`src/rtl/brg_pkg.sv`:
```
package brg_pkg;

  typedef enum logic [1:0] {
    OS_X16 = 2'b00,
    OS_X8  = 2'b01,
    OS_X32 = 2'b10,
    OS_X64 = 2'b11
  } os_mode_e;

  localparam int OS_CNT_W  = 6;
  localparam int FRAC_W    = 4;

  function automatic logic [OS_CNT_W:0] os_ratio(input os_mode_e m);
    case (m)
      OS_X8:   os_ratio = 7'd8;
      OS_X32:  os_ratio = 7'd32;
      OS_X64:  os_ratio = 7'd64;
      default: os_ratio = 7'd16;
    endcase
  endfunction

endpackage

```
`src/rtl/brg_cfg_shadow.sv`:
```
module brg_cfg_shadow
  import brg_pkg::*;
#(
  parameter int MW = 12
) (
  input  logic              clk,
  input  logic              rst,
  input  logic              load,
  input  logic              style_i,
  input  logic [MW-1:0]     mant_i,
  input  logic [FRAC_W-1:0] frac_i,
  input  os_mode_e          mode_i,
  output logic [MW:0]       base_o,
  output logic [FRAC_W-1:0] frac_o,
  output os_mode_e          mode_o
);

  logic              style_q;
  logic [MW-1:0]     mant_q;
  logic [FRAC_W-1:0] frac_q;
  os_mode_e          mode_q;

  always_ff @(posedge clk) begin
    if (rst || load) begin
      style_q <= style_i;
      mant_q  <= mant_i;
      frac_q  <= frac_i;
      mode_q  <= mode_i;
    end
  end

  // integer style: N+1 clocks; fractional style: mantissa, zero read as one
  always_comb begin
    if (!style_q) begin
      base_o = {1'b0, mant_q} + {{MW{1'b0}}, 1'b1};
      frac_o = '0;
    end else begin
      base_o = (mant_q == '0) ? {{MW{1'b0}}, 1'b1} : {1'b0, mant_q};
      frac_o = frac_q;
    end
  end
  assign mode_o = mode_q;

  // settings move only on a load
  assert_shadow_hold_R6: assert property (@(posedge clk) disable iff (rst)
    !load |=> ($stable(mant_q) && $stable(frac_q) && $stable(style_q) && $stable(mode_q)));

endmodule

```
`src/rtl/brg_tick_period.sv`:
```
module brg_tick_period
  import brg_pkg::*;
#(
  parameter int MW = 12
) (
  input  logic              clk,
  input  logic              rst,
  input  logic              en,
  input  logic [MW:0]       base_i,
  input  logic [FRAC_W-1:0] frac_i,
  output logic              period_end_o,
  output logic              s_tick_o
);

  logic [MW:0]       cnt;
  logic [FRAC_W-1:0] acc;
  logic [FRAC_W:0]   sum;
  logic              carry;
  logic [MW:0]       end_val;

  assign sum          = {1'b0, acc} + {1'b0, frac_i};
  assign carry        = sum[FRAC_W];
  assign end_val      = base_i + {{MW{1'b0}}, carry} - {{MW{1'b0}}, 1'b1};
  assign period_end_o = en && (cnt == end_val);

  always_ff @(posedge clk) begin
    if (rst || !en) begin
      cnt      <= '0;
      acc      <= '0;
      s_tick_o <= 1'b0;
    end else begin
      s_tick_o <= period_end_o;
      if (period_end_o) begin
        cnt <= '0;
        acc <= sum[FRAC_W-1:0];
      end else begin
        cnt <= cnt + {{MW{1'b0}}, 1'b1};
      end
    end
  end

  // count never runs past the stretched end
  assert_cnt_bound_R2: assert property (@(posedge clk) disable iff (rst)
    cnt <= end_val);

  // phase only advances at a period end
  assert_acc_hold_R2: assert property (@(posedge clk) disable iff (rst)
    (en && !period_end_o) |=> $stable(acc));

  // disabled means cleared and silent
  assert_idle_clear_R7: assert property (@(posedge clk) disable iff (rst)
    !en |=> (!s_tick_o && cnt == '0 && acc == '0));

endmodule

```
`src/rtl/brg_bit_divider.sv`:
```
module brg_bit_divider
  import brg_pkg::*;
(
  input  logic     clk,
  input  logic     rst,
  input  logic     en,
  input  os_mode_e mode_i,
  input  logic     period_end_i,
  output logic     bit_fire_o,
  output logic     b_tick_o
);

  logic [OS_CNT_W-1:0] oscnt;
  logic [OS_CNT_W:0]   ratio;
  logic                last_os;

  assign ratio      = os_ratio(mode_i);
  assign last_os    = ({1'b0, oscnt} == (ratio - 7'd1));
  assign bit_fire_o = period_end_i && last_os;

  always_ff @(posedge clk) begin
    if (rst || !en) begin
      oscnt    <= '0;
      b_tick_o <= 1'b0;
    end else begin
      b_tick_o <= bit_fire_o;
      if (period_end_i)
        oscnt <= last_os ? '0 : oscnt + 1'b1;
    end
  end

  // tick count stays inside the selected ratio
  assert_oscnt_range_R4: assert property (@(posedge clk) disable iff (rst)
    {1'b0, oscnt} < ratio);


  assert_bit_idle_R7: assert property (@(posedge clk) disable iff (rst)
    !en |=> (!b_tick_o && oscnt == '0));

endmodule

```
`src/rtl/uart_frac_brg.sv`:
```
module uart_frac_brg
  import brg_pkg::*;
#(
  parameter int MANT_W = 12
) (
  input  logic              clk,
  input  logic              rst,
  input  logic              en,
  input  logic              frac_style,
  input  logic [MANT_W-1:0] div_mant,
  input  logic [3:0]        div_frac,
  input  logic [1:0]        os_sel,
  output logic              sample_tick,
  output logic              bit_tick
);

  logic [MANT_W:0]   base;
  logic [FRAC_W-1:0] frac_eff;
  os_mode_e          mode_sh;
  logic              period_end;
  logic              bit_fire;
  logic              load;

  assign load = !en || bit_fire;

  brg_cfg_shadow #(.MW(MANT_W)) u_shadow (
    .clk     (clk),
    .rst     (rst),
    .load    (load),
    .style_i (frac_style),
    .mant_i  (div_mant),
    .frac_i  (div_frac),
    .mode_i  (os_mode_e'(os_sel)),
    .base_o  (base),
    .frac_o  (frac_eff),
    .mode_o  (mode_sh)
  );

  brg_tick_period #(.MW(MANT_W)) u_period (
    .clk          (clk),
    .rst          (rst),
    .en           (en),
    .base_i       (base),
    .frac_i       (frac_eff),
    .period_end_o (period_end),
    .s_tick_o     (sample_tick)
  );

  brg_bit_divider u_bitdiv (
    .clk          (clk),
    .rst          (rst),
    .en           (en),
    .mode_i       (mode_sh),
    .period_end_i (period_end),
    .bit_fire_o   (bit_fire),
    .b_tick_o     (bit_tick)
  );

  // a bit tick always rides on a sample tick
  assert_bit_on_sample_R4: assert property (@(posedge clk) disable iff (rst)
    bit_tick |-> sample_tick);

  // reset silences both strobes
  assert_reset_quiet_R8: assert property (@(posedge clk)
    rst |=> (!sample_tick && !bit_tick));

endmodule

```
`config.mk`:
```
export PLATFORM = sky130hd
export DESIGN_NAME = uart_frac_brg
export DESIGN_NICKNAME = d
export VERILOG_FILES = /design/src/rtl/brg_pkg.sv /design/src/rtl/brg_cfg_shadow.sv /design/src/rtl/brg_tick_period.sv /design/src/rtl/brg_bit_divider.sv /design/src/rtl/uart_frac_brg.sv
export SDC_FILE = /design/constraint.sdc
export NUM_CORES = 1
export LEC_CHECK = 0
export BUFFER_PORTS_ARGS = -buffer_cell sky130_fd_sc_hd__buf_2
export CORE_UTILIZATION = 64
export CTS_CLUSTER_SIZE = 25
export DETAILED_ROUTE_END_ITERATION = 10
export MAX_ROUTING_LAYER = met4
export PLACE_DENSITY_LB_ADDON = 0.25
export SYNTH_ARGS = -nofsm -noshare
export SYNTH_HDL_FRONTEND = slang
export SYNTH_HIERARCHICAL = 1
export SYNTH_SLANG_ARGS = --single-unit
```
`constraint.sdc`:
```
create_clock -name clk -period 13.95 [get_ports clk]
set_input_delay 2.79 -clock clk [delete_from_list [all_inputs] [get_ports clk]]
set_output_delay 2.79 -clock clk [all_outputs]
set_load 0.05 [all_outputs]
```
; After elaboration in Yosys (flattened, before gate mapping)
; Cells that the tools add are included.
[word_totals]
ff_bits = 44
input_bits = 22
output_inout_bits = 2
word_cells = 34
[classes]
n_addsub = 7
n_eq_ne = 5
mux = 5
reduce_logical = 8
[op_table]
columns = cell, n
row1 = $pmux W7 S3, 1
row2 = $add A12 B1 Y13 const B, 1
row3 = $add A13 B1 Y13, 1
row4 = $add A13 B1 Y13 const B, 1
row5 = $eq A13 B13 Y1, 1
row6 = $mux W13, 1
row7 = $sub A13 B1 Y13 const B, 1
row8 = $logic_not A12 Y1, 1
row9 = $mux W12, 1
row10 = $eq A6 B7 Y1, 1
row11 = $sub A7 B1 Y7 const B, 1
row12 = $add A6 B1 Y6 const B, 1
row13 = $mux W6, 1
row14 = $add A4 B4 Y5, 1
row15 = $eq A2 B2 Y1 const B, 2
row16 = $mux W4, 1
row17 = $logic_or A1 B1 Y1, 3
row18 = $eq A2 B1 Y1 const B, 1
row19 = $logic_and A1 B1 Y1, 2
row20 = $reduce_or A2 Y1, 1
row21 = $logic_not A1 Y1, 1

; Longest topological paths before layout
[logic_depth]
ltp_word = 10
mapped_depth = 20
mapped_depth_nobuf = 18

; By module
; Netlist, hierarchy kept.
[modules_own_cells]
columns = module, instances, cells_per_inst, area_per_inst_um2, seq_area_each_um2
row1 = brg_tick_period, 1, 163, 1426.4, 360.3
row2 = brg_cfg_shadow, 1, 68, 938.4, 570.5
row3 = brg_bit_divider, 1, 36, 345.3, 140.1
row4 = uart_frac_brg, 1, 1, 6.3, 0.0

; Worst setup path after synthesis
; OpenSTA, ideal clock, no wires.
[synth_path]
path_type = input to register
start = input port en
end = register u_shadow.frac_q[0], enable pin
setup_time_ps = 343
t_arrival_ps = 4744
t_required_ps = 13607
slack_ps = 8864
path_stages = 9
n_path_buf = 1
path_cell_list = o2111ai_1 a2111oi_2 nand2_1 nor3_1 clkbuf_1 nand3_1 a311oi_4 nand2b_1 or2_2
[synth_via]
elab_chain_len = 4
elab_cells_between_ends = 5
cone_classes = reduce/logical: 5
[synth_rtl]
columns = item, line_no
row1 = start: declaration, uart_frac_brg.sv:8  ; input logic en,
row2 = $logic_and A1 B1 Y1, brg_tick_period.sv:24  ; assign period_end_o = en && (cnt == end_val);
row3 = net period_end, uart_frac_brg.sv:20  ; logic period_end;
row4 = $logic_and A1 B1 Y1, brg_bit_divider.sv:19  ; assign bit_fire_o = period_end_i && last_os;
row5 = net bit_fire, uart_frac_brg.sv:21  ; logic bit_fire;
row6 = $logic_or A1 B1 Y1, uart_frac_brg.sv:24  ; assign load = !en || bit_fire;
row7 = net load, uart_frac_brg.sv:22  ; logic load;
row8 = $logic_or A1 B1 Y1, brg_cfg_shadow.sv:24  ; if (rst || load) begin
row9 = end signal: assignment, brg_cfg_shadow.sv:27  ; frac_q <= frac_i;
row10 = end: declaration, brg_cfg_shadow.sv:20  ; logic [FRAC_W-1:0] frac_q;
; The timed path passes the listed nets, and every way through them passes these cells.
; A chain may end at the register's enable or synchronous reset.

; Worst setup path in the final report
[layout_path]
start = register u_shadow.style_q
end = register u_shadow.frac_q[0], enable pin
[layout_via]
elab_chain_len = 9
elab_cells_between_ends = 10
cone_classes = add/sub: 3 / eq/ne: 1 / mux: 2 / reduce/logical: 4
[layout_rtl]
columns = item, line_no
row1 = start: declaration, brg_cfg_shadow.sv:18  ; logic style_q;
row2 = start signal: assignment, brg_cfg_shadow.sv:25  ; style_q <= style_i;
row3 = $mux W4, brg_cfg_shadow.sv:34  ; if (!style_q) begin
row4 = net frac_eff[0], uart_frac_brg.sv:18  ; logic [FRAC_W-1:0] frac_eff;
row5 = $add A4 B4 Y5, brg_tick_period.sv:21  ; assign sum = {1'b0, acc} + {1'b0, frac_i};
row6 = $add A13 B1 Y13, brg_tick_period.sv:23  ; assign end_val = base_i + {{MW{1'b0}}, carry} - {{MW{1'b0}}, 1'b1};
row7 = $sub A13 B1 Y13, brg_tick_period.sv:23
row8 = $eq A13 B13 Y1, brg_tick_period.sv:24
row9 = $logic_and A1 B1 Y1, brg_tick_period.sv:24
row10 = net period_end, uart_frac_brg.sv:20
row11 = $logic_and A1 B1 Y1, brg_bit_divider.sv:19
row12 = net bit_fire, uart_frac_brg.sv:21
row13 = $logic_or A1 B1 Y1, uart_frac_brg.sv:24
row14 = net load, uart_frac_brg.sv:22
row15 = $logic_or A1 B1 Y1, brg_cfg_shadow.sv:24
; The timed path passes the listed nets, and every way through them passes these cells.

==> metrics.txt <==
Fin. Hold Viols 0; Num CTS Buffers 5; DR vias 1,982; share of the synthesized area in the top cell type about a fifth; Initial Util 67.42%; Final Net Count between 300 and 400; Clock Path Buffers 2; Setup Buffers After CTS 0; CTS root buf clkbuf_8; async set-or-reset flop fraction in the synthesized netlist 0%; drt pass-1 iters 4; post-synth top area cell edfxtp_1; # placed instances 332; slowest stage delay, CP between 0.6 and 0.7 ns; Cell variety after synth 52; Tot GR Track Use 24.49%; largest net degree at the start of global routing 20; number of global-route vias before repair 1,719; r2r startpoint u_shadow/style_q; clk_lat worst skew 0.30 ns; H-tree levels 2; Routed WL 4853 microns; LEAKAGE 0.001060 uW; Tcrit/Tclk final 39.58%; post-synthesis sequential area ratio approximately 40%; R2R depth 18; Non-Filler Instances 340; DRT iter0 DRCs 85; PostCTS Resize Cnt 0; row count 23; crit path kind flop to flop; syn_nets around 300; synthesized area approximately 2700 sq um; initial antenna violation count 0; Main synth FF type dfxtp_1; hold depth 2; CP required 13.89 ns; Top-Level Pins 24; clock transition at the registers of the reported paths 0.08 ns; CP most frequent cell ha_1; number of setup violations in the final report 0; Max Clock Freq 0.1811 GHz; CTS tree done; Die Area roughly 4500 sq um; Worst setup EP type flop; TritonCTS Sinks between 40 and 50; number of antenna diodes 0; Setup crit start kind flop; Setup Skew 0.008686 ns; fraction of layout cells with a size suffix above 1 14.83%; IO buf count 23; TNS Setup 0 ns; Util after Layout 72.52%; most common cell in the netlist xnor2_1; status finished clean; Vias/cell 5.829; r2r setup slk 8.43 ns; Max Slew Vio Count 0; Synth top cells by count xnor2_1 (26), dfxtp_1 (25), edfxtp_1 (19), nor3_1 (19), xor2_1 (18); CTS Hold Buffers Added 0; multi-input logic area 1558 sq um; # fillers 297; Final Wtd Congestion between 0.8 and 0.9; Post-synth EDFFs 19; RSZ-0062 raised after global routing false; Final min period 5.522 ns; VDD IR max 0.06996 mV; Rel. slew slack 45.55%; Register Area between 1000 and 1500 sq um; Final ANT Viol Nets 0; CP arrival 5.46 ns; critical-path cell list and2_1 -> ha_1 -> inv_1 -> fa_1 -> inv_1 -> a21o_1 -> a21oi_1 -> ha_1 -> ha_1 -> nor4b_1 -> nand3_1 -> a2111oi_2 -> nand2_1 -> nor3_1 -> nand3_1 -> a311oi_4 -> nand2b_1 -> or2_2; FF+latch count, synth 44; minimum setup slack after placement between 8 and 9 ns; Hold Slack between 0.4 and 0.5 ns; Warnings, synthesis 6; syn avg cell area 10.14 sq um; core area 4029 sq um; largest cells by area after synthesis edfxtp_1 (21%), dfxtp_1 (18%), xnor2_1 (8.4%); Gate Count Post-Synth 268; hold_sp u_period/acc[2]; Slew @ Worst Pin around 0.8 ns; Max Cap Viol 0; die height 67.15 microns; P&R area growth vs syn 7.554%; Final HPWL DP 3684 microns; global-route wire length before repair 7776 microns; CP max stage cell nor3_1; drt wl/cell 14.27 microns; DR DRC count 0; Setup crit start u_shadow/style_q; PwrDens about 92 nW/um^2; grt ovf 0; Die Width 67.15 microns; PnR worst setup slack 8.428 ns; min-delay worst type flop to flop; CP max FO 19
==> cell usage in the layout, fill, tap and decap left out, types with 5 or more instances in the layout <==
| master | Yosys | final |
|---|---|---|
| xor2_1 | 18 | 18 |
| and3_1 | 5 | 5 |
| nand3_1 | 12 | 12 |
| nor3_1 | 19 | 19 |
| ha_1 | 10 | 10 |
| and2_1 | 6 | 6 |
| nand2b_1 | 5 | 5 |
| xnor2_1 | 26 | 26 |
| clkbuf_8 | 0 | 5 |
| nand4_1 | 8 | 8 |
| nor2_1 | 15 | 15 |
| dfxtp_1 | 25 | 25 |
| inv_1 | 9 | 9 |
| edfxtp_1 | 19 | 19 |
| buf_2 | 0 | 23 |
| a21oi_1 | 11 | 11 |
| nand2_1 | 10 | 10 |
==> worst paths after layout <==
check	endpoint
max	u_shadow/frac_q[0]
min	u_period/acc[2]
max reg2reg	u_shadow/frac_q[0]
min reg2reg	u_period/acc[2]
==> worst max-delay path, delay by kind of cell (launching register included) <==
family                     cells  cell delay [ns]
AOI/OAI and AO/OA              4             1.22
adders and majority gates      4             0.95
buffers and inverters          2             0.12
DFF                            1             0.52
and+or+nand+nor                8             2.35
==> kinds of logic after synthesis <==
family | count (synthesis) | share of synthesized area (%)
AO/OA/AOI/OAI | 35 | 10.09
XOR/XNOR | 44 | 14.19
adder cells (fa/ha/maj) | 11 | 5.343
buffers and inverters | 18 | 3.224
flip-flops | 44 | 39.43
multiplexers | 4 | 1.520
AND/OR/NAND/NOR | 112 | 26.21
==> through the flow <==
step | area (sq um) | total power (uW)
2_1_floorplan | 2716 | 184.8
6_report | 2922 | 269.5
3_5_place_dp | 2840 | 195.7
4_1_cts | 2922 | 270.9
5_1_grt | 2922 | 282.9
3_3_place_gp | 2840 | 194.5
==> cell type report <==
cell class,count,area share (%)
Clock inverter,1,0.1713
Inverter,9,1.156
Clock buffer,7,2.612
Multi-Input combinational cell,206,53.32
Tap cell,50,2.141
Timing Repair Buffer,23,3.940
Sequential cell,44,36.66
==> metal layers <==
| layer | track usage (%) | part of all wire [%] | vias to the layer above | wire length, microns |
|---|---|---|---|---|
| met3 | 5.574 | 3.4 | 8 | 163 |
| met4 | 9.574 | 1.8 | 0 | 85 |
| met5 | - | 0 | - | 0 |
| li1 | - | - | 1028 | - |
| met2 | 38.75 | 47 | 33 | 2281 |
| met1 | 30.29 | 48 | 913 | 2323 |
==> registers in the layout (all words and copies together), names as in the netlist <==
name	cells
u_period/cnt	13
u_bitdiv/b_tick_o	1
u_bitdiv/oscnt	6
u_shadow/mode_o	2
u_shadow/mant_q	12
u_shadow/style_q	1
u_shadow/frac_q	4
u_period/acc	4
u_period/s_tick_o	1
==> power by group <==
part | internal (uW) | switching, uW | total, uW
Clock | 35.1 | 40.8 | 75.9
Combinational | 19.3 | 27.7 | 47.0
Sequential | 140 | 6.08 | 147
No activity file was read; power rests on OpenSTA's default activity.
